## config.mk

```make
export PLATFORM = sky130hd
export DESIGN_NAME = tws_regslave
export DESIGN_NICKNAME = d
export VERILOG_FILES = /design/src/rtl/tws_pkg.sv /design/src/rtl/tws_sync.sv /design/src/rtl/tws_frame.sv /design/src/rtl/tws_regfile.sv /design/src/rtl/tws_regslave.sv
export SDC_FILE = /design/constraint.sdc
export NUM_CORES = 1
export LEC_CHECK = 0
export ABC_AREA = 1
export BUFFER_PORTS_ARGS = -buffer_cell sky130_fd_sc_hd__buf_2
export CAP_MARGIN = 20
export CORE_UTILIZATION = 55
export DETAILED_ROUTE_END_ITERATION = 12
export GPL_TIMING_DRIVEN = 0
export HOLD_SLACK_MARGIN = 0.06
export PLACE_DENSITY = 0.73
export SLEW_MARGIN = 20
export SYNTH_ARGS = -nofsm -noshare
export SYNTH_HDL_FRONTEND = slang
export SYNTH_HIERARCHICAL = 1
export SYNTH_SLANG_ARGS = --single-unit
```

## constraint.sdc

```tcl
create_clock -name clk -period 3.7 [get_ports clk]
set_input_delay 0.185 -clock clk [delete_from_list [all_inputs] [get_ports clk]]
set_output_delay 0.185 -clock clk [all_outputs]
set_load 0.1 [all_outputs]
```

## src/rtl/tws_pkg.sv

```systemverilog
package tws_pkg;

    localparam int ADDR_W     = 6;
    localparam int DATA_W     = 8;
    localparam int CMD_BITS   = ADDR_W + 1;
    localparam int FRAME_BITS = 2 * DATA_W;
    localparam int CNT_W      = $clog2(FRAME_BITS + 1);
    localparam int RES_W      = 3;
    localparam int PWR_BIT    = 0;
    localparam int OWN_BIT    = DATA_W - 1;

    typedef enum logic [ADDR_W-1:0] {
        REG_SCRATCH = 6'd0,
        REG_IDENT   = 6'd1,
        REG_MODE    = 6'd2,
        REG_POWER   = 6'd3
    } reg_addr_e;

    typedef struct packed {
        logic              vld;
        logic [ADDR_W-1:0] addr;
        logic [DATA_W-1:0] data;
    } wr_req_t;

    typedef struct packed {
        logic cs_act;
        logic rise;
        logic fall;
        logic din;
    } pin_evt_t;

    function automatic logic [DATA_W-1:0] pack_power(input logic own, input logic act);
        logic [DATA_W-1:0] v;
        v          = '0;
        v[OWN_BIT] = own;
        v[PWR_BIT] = act;
        return v;
    endfunction

    function automatic logic [DATA_W-1:0] pack_mode(input logic [RES_W-1:0] res);
        return {{(DATA_W-RES_W){1'b0}}, res};
    endfunction

endpackage

```

## src/rtl/tws_sync.sv

```systemverilog
module tws_sync
    import tws_pkg::*;
#(
    parameter int STAGES = 2
) (
    input  logic     clk,
    input  logic     rst,
    input  logic     cs_n,
    input  logic     sclk,
    input  logic     sdio_in,
    output pin_evt_t evt
);

    localparam logic [2:0] IDLE_PINS = 3'b100;

    logic [2:0] pipe [STAGES];
    logic       sclk_d;
    logic [2:0] last;

    assign last = pipe[STAGES-1];

    always_ff @(posedge clk) begin
        if (rst) begin
            for (int k = 0; k < STAGES; k++) pipe[k] <= IDLE_PINS;
            sclk_d <= 1'b0;
        end else begin
            pipe[0] <= {cs_n, sclk, sdio_in};
            for (int k = 1; k < STAGES; k++) pipe[k] <= pipe[k-1];
            sclk_d <= last[1];
        end
    end

    always_comb begin
        evt.cs_act = ~last[2];
        evt.rise   = last[1] & ~sclk_d;
        evt.fall   = ~last[1] & sclk_d;
        evt.din    = last[0];
    end

endmodule

```

## src/rtl/tws_frame.sv

```systemverilog
module tws_frame
    import tws_pkg::*;
(
    input  logic              clk,
    input  logic              rst,
    input  pin_evt_t          evt,
    input  logic [DATA_W-1:0] rdata,
    output logic [ADDR_W-1:0] rd_addr,
    output wr_req_t           wr,
    output logic              sdo,
    output logic              oe,
    output logic [CNT_W-1:0]  bit_cnt
);

    localparam logic [CNT_W-1:0] CNT_CMD  = CNT_W'(CMD_BITS);
    localparam logic [CNT_W-1:0] CNT_DATA = CNT_W'(DATA_W);
    localparam logic [CNT_W-1:0] CNT_END  = CNT_W'(FRAME_BITS);
    localparam logic [CNT_W-1:0] CNT_LAST = CNT_W'(FRAME_BITS - 1);

    logic [CNT_W-1:0]    cnt;
    logic [CMD_BITS-1:0] cmd;
    logic [DATA_W-1:0]   rx;
    logic [DATA_W-1:0]   tx;
    logic                is_rd;
    logic [DATA_W-1:0]   rx_next;

    assign is_rd   = cmd[0];
    assign rd_addr = cmd[CMD_BITS-1:1];
    assign rx_next = {rx[DATA_W-2:0], evt.din};
    assign bit_cnt = cnt;

    always_ff @(posedge clk) begin
        if (rst) begin
            cnt <= '0;
            cmd <= '0;
            rx  <= '0;
            tx  <= '0;
            sdo <= 1'b0;
            oe  <= 1'b0;
            wr  <= '0;
        end else begin
            wr.vld <= 1'b0;
            if (!evt.cs_act) begin
                cnt <= '0;
                cmd <= '0;
                oe  <= 1'b0;
                sdo <= 1'b0;
            end else if (evt.rise) begin
                if (cnt < CNT_END) cnt <= cnt + 1'b1;
                if (cnt < CNT_CMD) cmd <= {cmd[CMD_BITS-2:0], evt.din};
                if (cnt >= CNT_DATA && cnt < CNT_END) rx <= rx_next;
                if (cnt == CNT_CMD && is_rd) tx <= rdata;
                if (cnt == CNT_LAST && !is_rd) begin
                    wr.vld  <= 1'b1;
                    wr.addr <= rd_addr;
                    wr.data <= rx_next;
                end
            end else if (evt.fall) begin
                if (is_rd && cnt >= CNT_DATA && cnt < CNT_END) begin
                    oe  <= 1'b1;
                    sdo <= tx[DATA_W-1];
                    tx  <= {tx[DATA_W-2:0], 1'b0};
                end else if (cnt == CNT_END) begin
                    oe  <= 1'b0;
                    sdo <= 1'b0;
                end
            end
        end
    end

endmodule

```

## src/rtl/tws_regfile.sv

```systemverilog
module tws_regfile
    import tws_pkg::*;
#(
    parameter logic [3:0] CHIP_ID = 4'hA,
    parameter logic [3:0] VERSION = 4'h3
) (
    input  logic              clk,
    input  logic              rst,
    input  logic [RES_W-1:0]  strap_res,
    input  logic              hw_active,
    input  wr_req_t           wr,
    input  logic [ADDR_W-1:0] rd_addr,
    output logic [DATA_W-1:0] rdata,
    output logic [RES_W-1:0]  res_code,
    output logic              pwr_active,
    output logic              sw_own
);

    logic [DATA_W-1:0] scratch;
    logic [RES_W-1:0]  res_q;
    logic              pwr_q;
    logic              own_q;

    always_ff @(posedge clk) begin
        if (rst) begin
            scratch <= '0;
            res_q   <= strap_res;
            pwr_q   <= 1'b0;
            own_q   <= 1'b0;
        end else if (wr.vld) begin
            case (wr.addr)
                REG_SCRATCH: scratch <= wr.data;
                REG_MODE:    res_q   <= wr.data[RES_W-1:0];
                REG_POWER: begin
                    pwr_q <= wr.data[PWR_BIT];
                    own_q <= wr.data[OWN_BIT];
                end
                default: ;
            endcase
        end
    end

    always_comb begin
        case (rd_addr)
            REG_SCRATCH: rdata = scratch;
            REG_IDENT:   rdata = {CHIP_ID, VERSION};
            REG_MODE:    rdata = pack_mode(res_q);
            REG_POWER:   rdata = pack_power(own_q, pwr_q);
            default:     rdata = '0;
        endcase
    end

    assign res_code   = own_q ? res_q : strap_res;
    assign pwr_active = own_q ? pwr_q : hw_active;
    assign sw_own     = own_q;

endmodule

```

## src/rtl/tws_regslave.sv

```systemverilog
module tws_regslave
    import tws_pkg::*;
#(
    parameter int         SYNC_STAGES = 2,
    parameter logic [3:0] CHIP_ID     = 4'hA,
    parameter logic [3:0] VERSION     = 4'h3
) (
    input  logic             clk,
    input  logic             rst,
    input  logic             cs_n,
    input  logic             sclk,
    input  logic             sdio_in,
    output logic             sdio_out,
    output logic             sdio_oe,
    input  logic [RES_W-1:0] strap_res,
    input  logic             hw_active,
    output logic [RES_W-1:0] res_code,
    output logic             pwr_active,
    output logic             sw_own
);

    pin_evt_t          evt;
    wr_req_t           wr_req;
    logic [ADDR_W-1:0] rd_addr;
    logic [DATA_W-1:0] rdata;
    logic [CNT_W-1:0]  bit_cnt;

    tws_sync #(.STAGES(SYNC_STAGES)) sync_i (
        .clk     (clk),
        .rst     (rst),
        .cs_n    (cs_n),
        .sclk    (sclk),
        .sdio_in (sdio_in),
        .evt     (evt)
    );

    tws_frame frame_i (
        .clk     (clk),
        .rst     (rst),
        .evt     (evt),
        .rdata   (rdata),
        .rd_addr (rd_addr),
        .wr      (wr_req),
        .sdo     (sdio_out),
        .oe      (sdio_oe),
        .bit_cnt (bit_cnt)
    );

    tws_regfile #(.CHIP_ID(CHIP_ID), .VERSION(VERSION)) regs_i (
        .clk        (clk),
        .rst        (rst),
        .strap_res  (strap_res),
        .hw_active  (hw_active),
        .wr         (wr_req),
        .rd_addr    (rd_addr),
        .rdata      (rdata),
        .res_code   (res_code),
        .pwr_active (pwr_active),
        .sw_own     (sw_own)
    );

endmodule

```

==> PnR_summary.wiki <==
{| class="wikitable"
! Metric !! Value
|-
| Final HPWL from detailed placement || approximately 4300 um
|-
| Vias post-DR || between 2000 and 3000
|-
| Fin crit share || a little under half
|-
| Kind of critical path || flop to flop
|-
| Antenna viol nets, final || 0
|-
| Final critical-path setup slack || between 1.5 and 2 ns
|-
| Initial antenna violation count || 0
|-
| Clock network fraction of design power || around 40%
|-
| Pins over their slew limit || 0
|-
| GP Congestion || roughly 0.90
|-
| Worst VDD drop || ~0.26 mV
|-
| Initial core utilization || 58.1%
|-
| Yosys reg bits || 64
|-
| RSZ-0062 raised after global routing || false
|-
| Total GRT Usage || 23.2%
|-
| Fill cell count || between 400 and 500
|-
| Switching pwr || 0.296 mW
|-
| Slew Limit Headroom || about two thirds
|-
| Number of global-route vias before repair || about 2400
|-
| Transition time at the pin with the least slew margin || ~0.50 ns
|-
| Total of max-cap violations || 0
|-
| Cell Area, Placed || 0.00317 mm^2
|-
| Relative area change from synthesis to final layout || 12.0%
|-
| Commonest cells after routing, fill and taps aside || 100 x sky130_fd_sc_hd__nor2_1, 61 x sky130_fd_sc_hd__dfxtp_1, 60 x sky130_fd_sc_hd__nand2_1
|-
| Total setup buffers inserted after CTS || 0
|-
| Layout Skew || 0.0116 ns
|-
| Register area share after synthesis || 43.6%
|-
| DRT Wirelength || approximately 5900 um
|-
| Fraction of layout cells with a size suffix above 1 || between 10% and 20%
|-
| Unique cell type count in the Yosys netlist || 31
|-
| Internal || about 1 mW
|-
| Arrival @ worst endpoint || roughly 2.0 ns
|-
| Antenna Diode Count || 0
|-
| Net count after synthesis || around 420
|-
| Detailed-route DRC error count || 0
|-
| Die X-Extent || 75.9 um
|-
| Routed wire length per instance || ~12 um
|-
| Clock network latency to the later pin of the worst-skew pair || between 0.3 and 0.4 ns
|-
| Core Area || 0.00517 mm^2
|-
| Full die area || roughly 0.0058 mm^2
|-
| Global-route wire length before repair || 10400 um
|-
| Total count of hold-check failures in the final report || 0
|-
| Most common cell after layout, fill and taps aside || sky130_fd_sc_hd__nor2_1
|-
| Number of failing setup endpoints in the final timing report || 0
|-
| Final Non-Filler Cells || between 500 and 600
|-
| Number of port buffers || 15
|-
| Yosys warnings || 6
|-
| Placement Setup Slack || between 1.5 and 2 ns
|-
| Sequential fraction of design power || between 50 and 60%
|-
| Gate power share || under 10%
|-
| Final setup TNS || 0 ns
|-
| First-pass iteration count of the detailed router || 4
|-
| Number of placement rows || 26
|-
| Total number of clock tree sinks || between 60 and 70
|-
| Iteration-0 DRC Markers || roughly 160
|-
| Share of the core filled with cells in the final layout || ~65%
|-
| Capturing element type of the critical path || flop
|-
| Total CTS buffers || 9
|-
| Post-layout instance area || 0.00336 mm^2
|-
| Maximum clock path buffer count || 2
|-
| Ports placed on the boundary || 16
|-
| Time the worst path needs with I/O delays and setup || ~1.7 ns
|-
| # placed instances || about 490
|-
| Largest net degree at the start of global routing || 17
|-
| Max Freq || just under 600 MHz
|-
| Tightest Hold Check Type || input port to flop
|-
| Power density over cell area || 385 mW/mm^2
|-
| CTS H-tree depth || 3
|-
| Required time of the worst setup path || just under 4 ns
|-
| Nets@finish || between 400 and 500
|-
| Sw Ratio || between 20% and 30%
|-
| Run status || complete, no violations
|-
| Cells after synthesis || 407
|-
| Cell at the root of the clock tree || sky130_fd_sc_hd__clkbuf_8
|-
| Largest fanout on the critical path || 10
|-
| Setup crit start kind || flop
|-
| Vertical die dimension || 75.9 um
|-
| Clock transition at the registers of the reported paths || 0.07 ns
|-
| TritonCTS clock tree || done
|-
| Standby leakage power || between 1 and 1.5 nW
|-
| Synth Cell Area || around 0.0030 mm^2
|-
| Routed vias/inst || roughly 5
|-
| Synthesized area divided by synthesized cell count || ~7.4 um^2
|-
| Overflow left after global routing || 0
|}
state kept, by name, summed over array words and instances (netlist names):
signal,flops
frame_i/bit_cnt,5
frame_i/cmd,7
frame_i/oe,1
frame_i/rx,7
frame_i/sdo,1
frame_i/tx,8
frame_i/wr,15
regs_i/pwr_q,1
regs_i/res_q,3
regs_i/scratch,8
regs_i/sw_own,1
sync_i/pipe,6
sync_i/sclk_d,1
cell families (layout without fill, tap and decap cells):
| logic type | Yosys count | in the layout | share of synthesized area (%) |
|---|---|---|---|
| adder cells (fa/ha/maj) | 3 | 3 | 1.25 |
| AND/OR/NAND/NOR | 211 | 211 | 32.3 |
| flip-flops | 64 | 64 | 43.6 |
| AO/OA/AOI/OAI | 56 | 56 | 10.5 |
| multiplexers | 4 | 4 | 1.50 |
| buffers and inverters | 69 | 102 | 10.8 |
cell type report:
cell class                      instances  area, um^2  share of cell area, %
Multi-Input combinational cell        274        1370                   40.6
Sequential cell                        64        1310                   39.0
Inverter                               52         200                   5.95
Clock buffer                           14         163                   4.83
Buffer                                 17         125                   3.72
Timing Repair Buffer                   18         105                   3.12
Tap cell                               70        87.6                   2.60
Clock inverter                          1        5.00                  0.149
power groups by stage:
stage	sequential, mW	combinational (mW)	clock, mW
6_report	0.702	0.0750	0.517
2_1_floorplan	0.717	0.0544	0
3_3_place_gp	0.717	0.0717	0
5_1_grt	0.702	0.0826	0.575
3_5_place_dp	0.718	0.0727	0
4_1_cts	0.702	0.0752	0.536
cell usage after synthesis (all sizes together):
library cell,count,area share [%]
nor2,112,16
buf,16,4.0
mux2,4,1.5
nand2,66,9.1
o211ai,1,0.25
nand3,19,4.2
inv,50,6.3
ha,3,1.2
edfxtp,3,3.0
clkbuf,1,0.12
nand3b,1,0.25
nand4,13,2.7
a211oi,1,0.25
a21boi,7,1.7
o21ai,32,5.3
dfxtp,61,41
clkinv,2,0.33
a21oi,15,2.9
per-stage QoR:
stage / hold WS (ns) / total power [mW]
after CTS: 0.122 / 1.31
final: 0.142 / 1.29
after floorplan: 0.256 / 0.771
after global routing: 0.110 / 1.36
after global placement: 0.365 / 0.789
after detailed placement: 0.379 / 0.790
metal layers:
layer | track usage, % | vias up | routed length, um
met5 | 0 | - | 0
met2 | 37.4 | 35 | 2700
met3 | 8.43 | 4 | 183
met4 | 7.50 | 0 | 52
li1 | - | 1340 | -
met1 | 28.8 | 1160 | 2970
critical path, stage by stage, from the launching register on:
cell	delay, ns
sky130_fd_sc_hd__dfxtp_1	0.38
sky130_fd_sc_hd__ha_1	0.20
sky130_fd_sc_hd__nand2_1	0.10
sky130_fd_sc_hd__nor2_1	0.11
sky130_fd_sc_hd__ha_1	0.20
sky130_fd_sc_hd__nand3_4	0.10
sky130_fd_sc_hd__buf_2	0.18
sky130_fd_sc_hd__o21ai_0	0.29
sky130_fd_sc_hd__nor2_1	0.06
final timing paths:
| path | from | end | slack [ns] | cells past startpoint |
|---|---|---|---|---|
| hold reg to reg | sync_i/pipe[0][0] | sync_i/pipe[0][3] | 0.40 | 2 |
| hold / removal | strap_res[2] | regs_i/res_q[2] | 0.14 | 3 |
| setup / recovery | frame_i/bit_cnt[1] | frame_i/wr[2] | 1.98 | 8 |
| setup reg to reg | frame_i/bit_cnt[1] | frame_i/wr[2] | 1.98 | 8 |
timing repair:
item	CTS	global route
hold buffers	3	0
resized for setup	0	0
hold endpoints to repair	3	0
(Power assumes the default switching activity.)
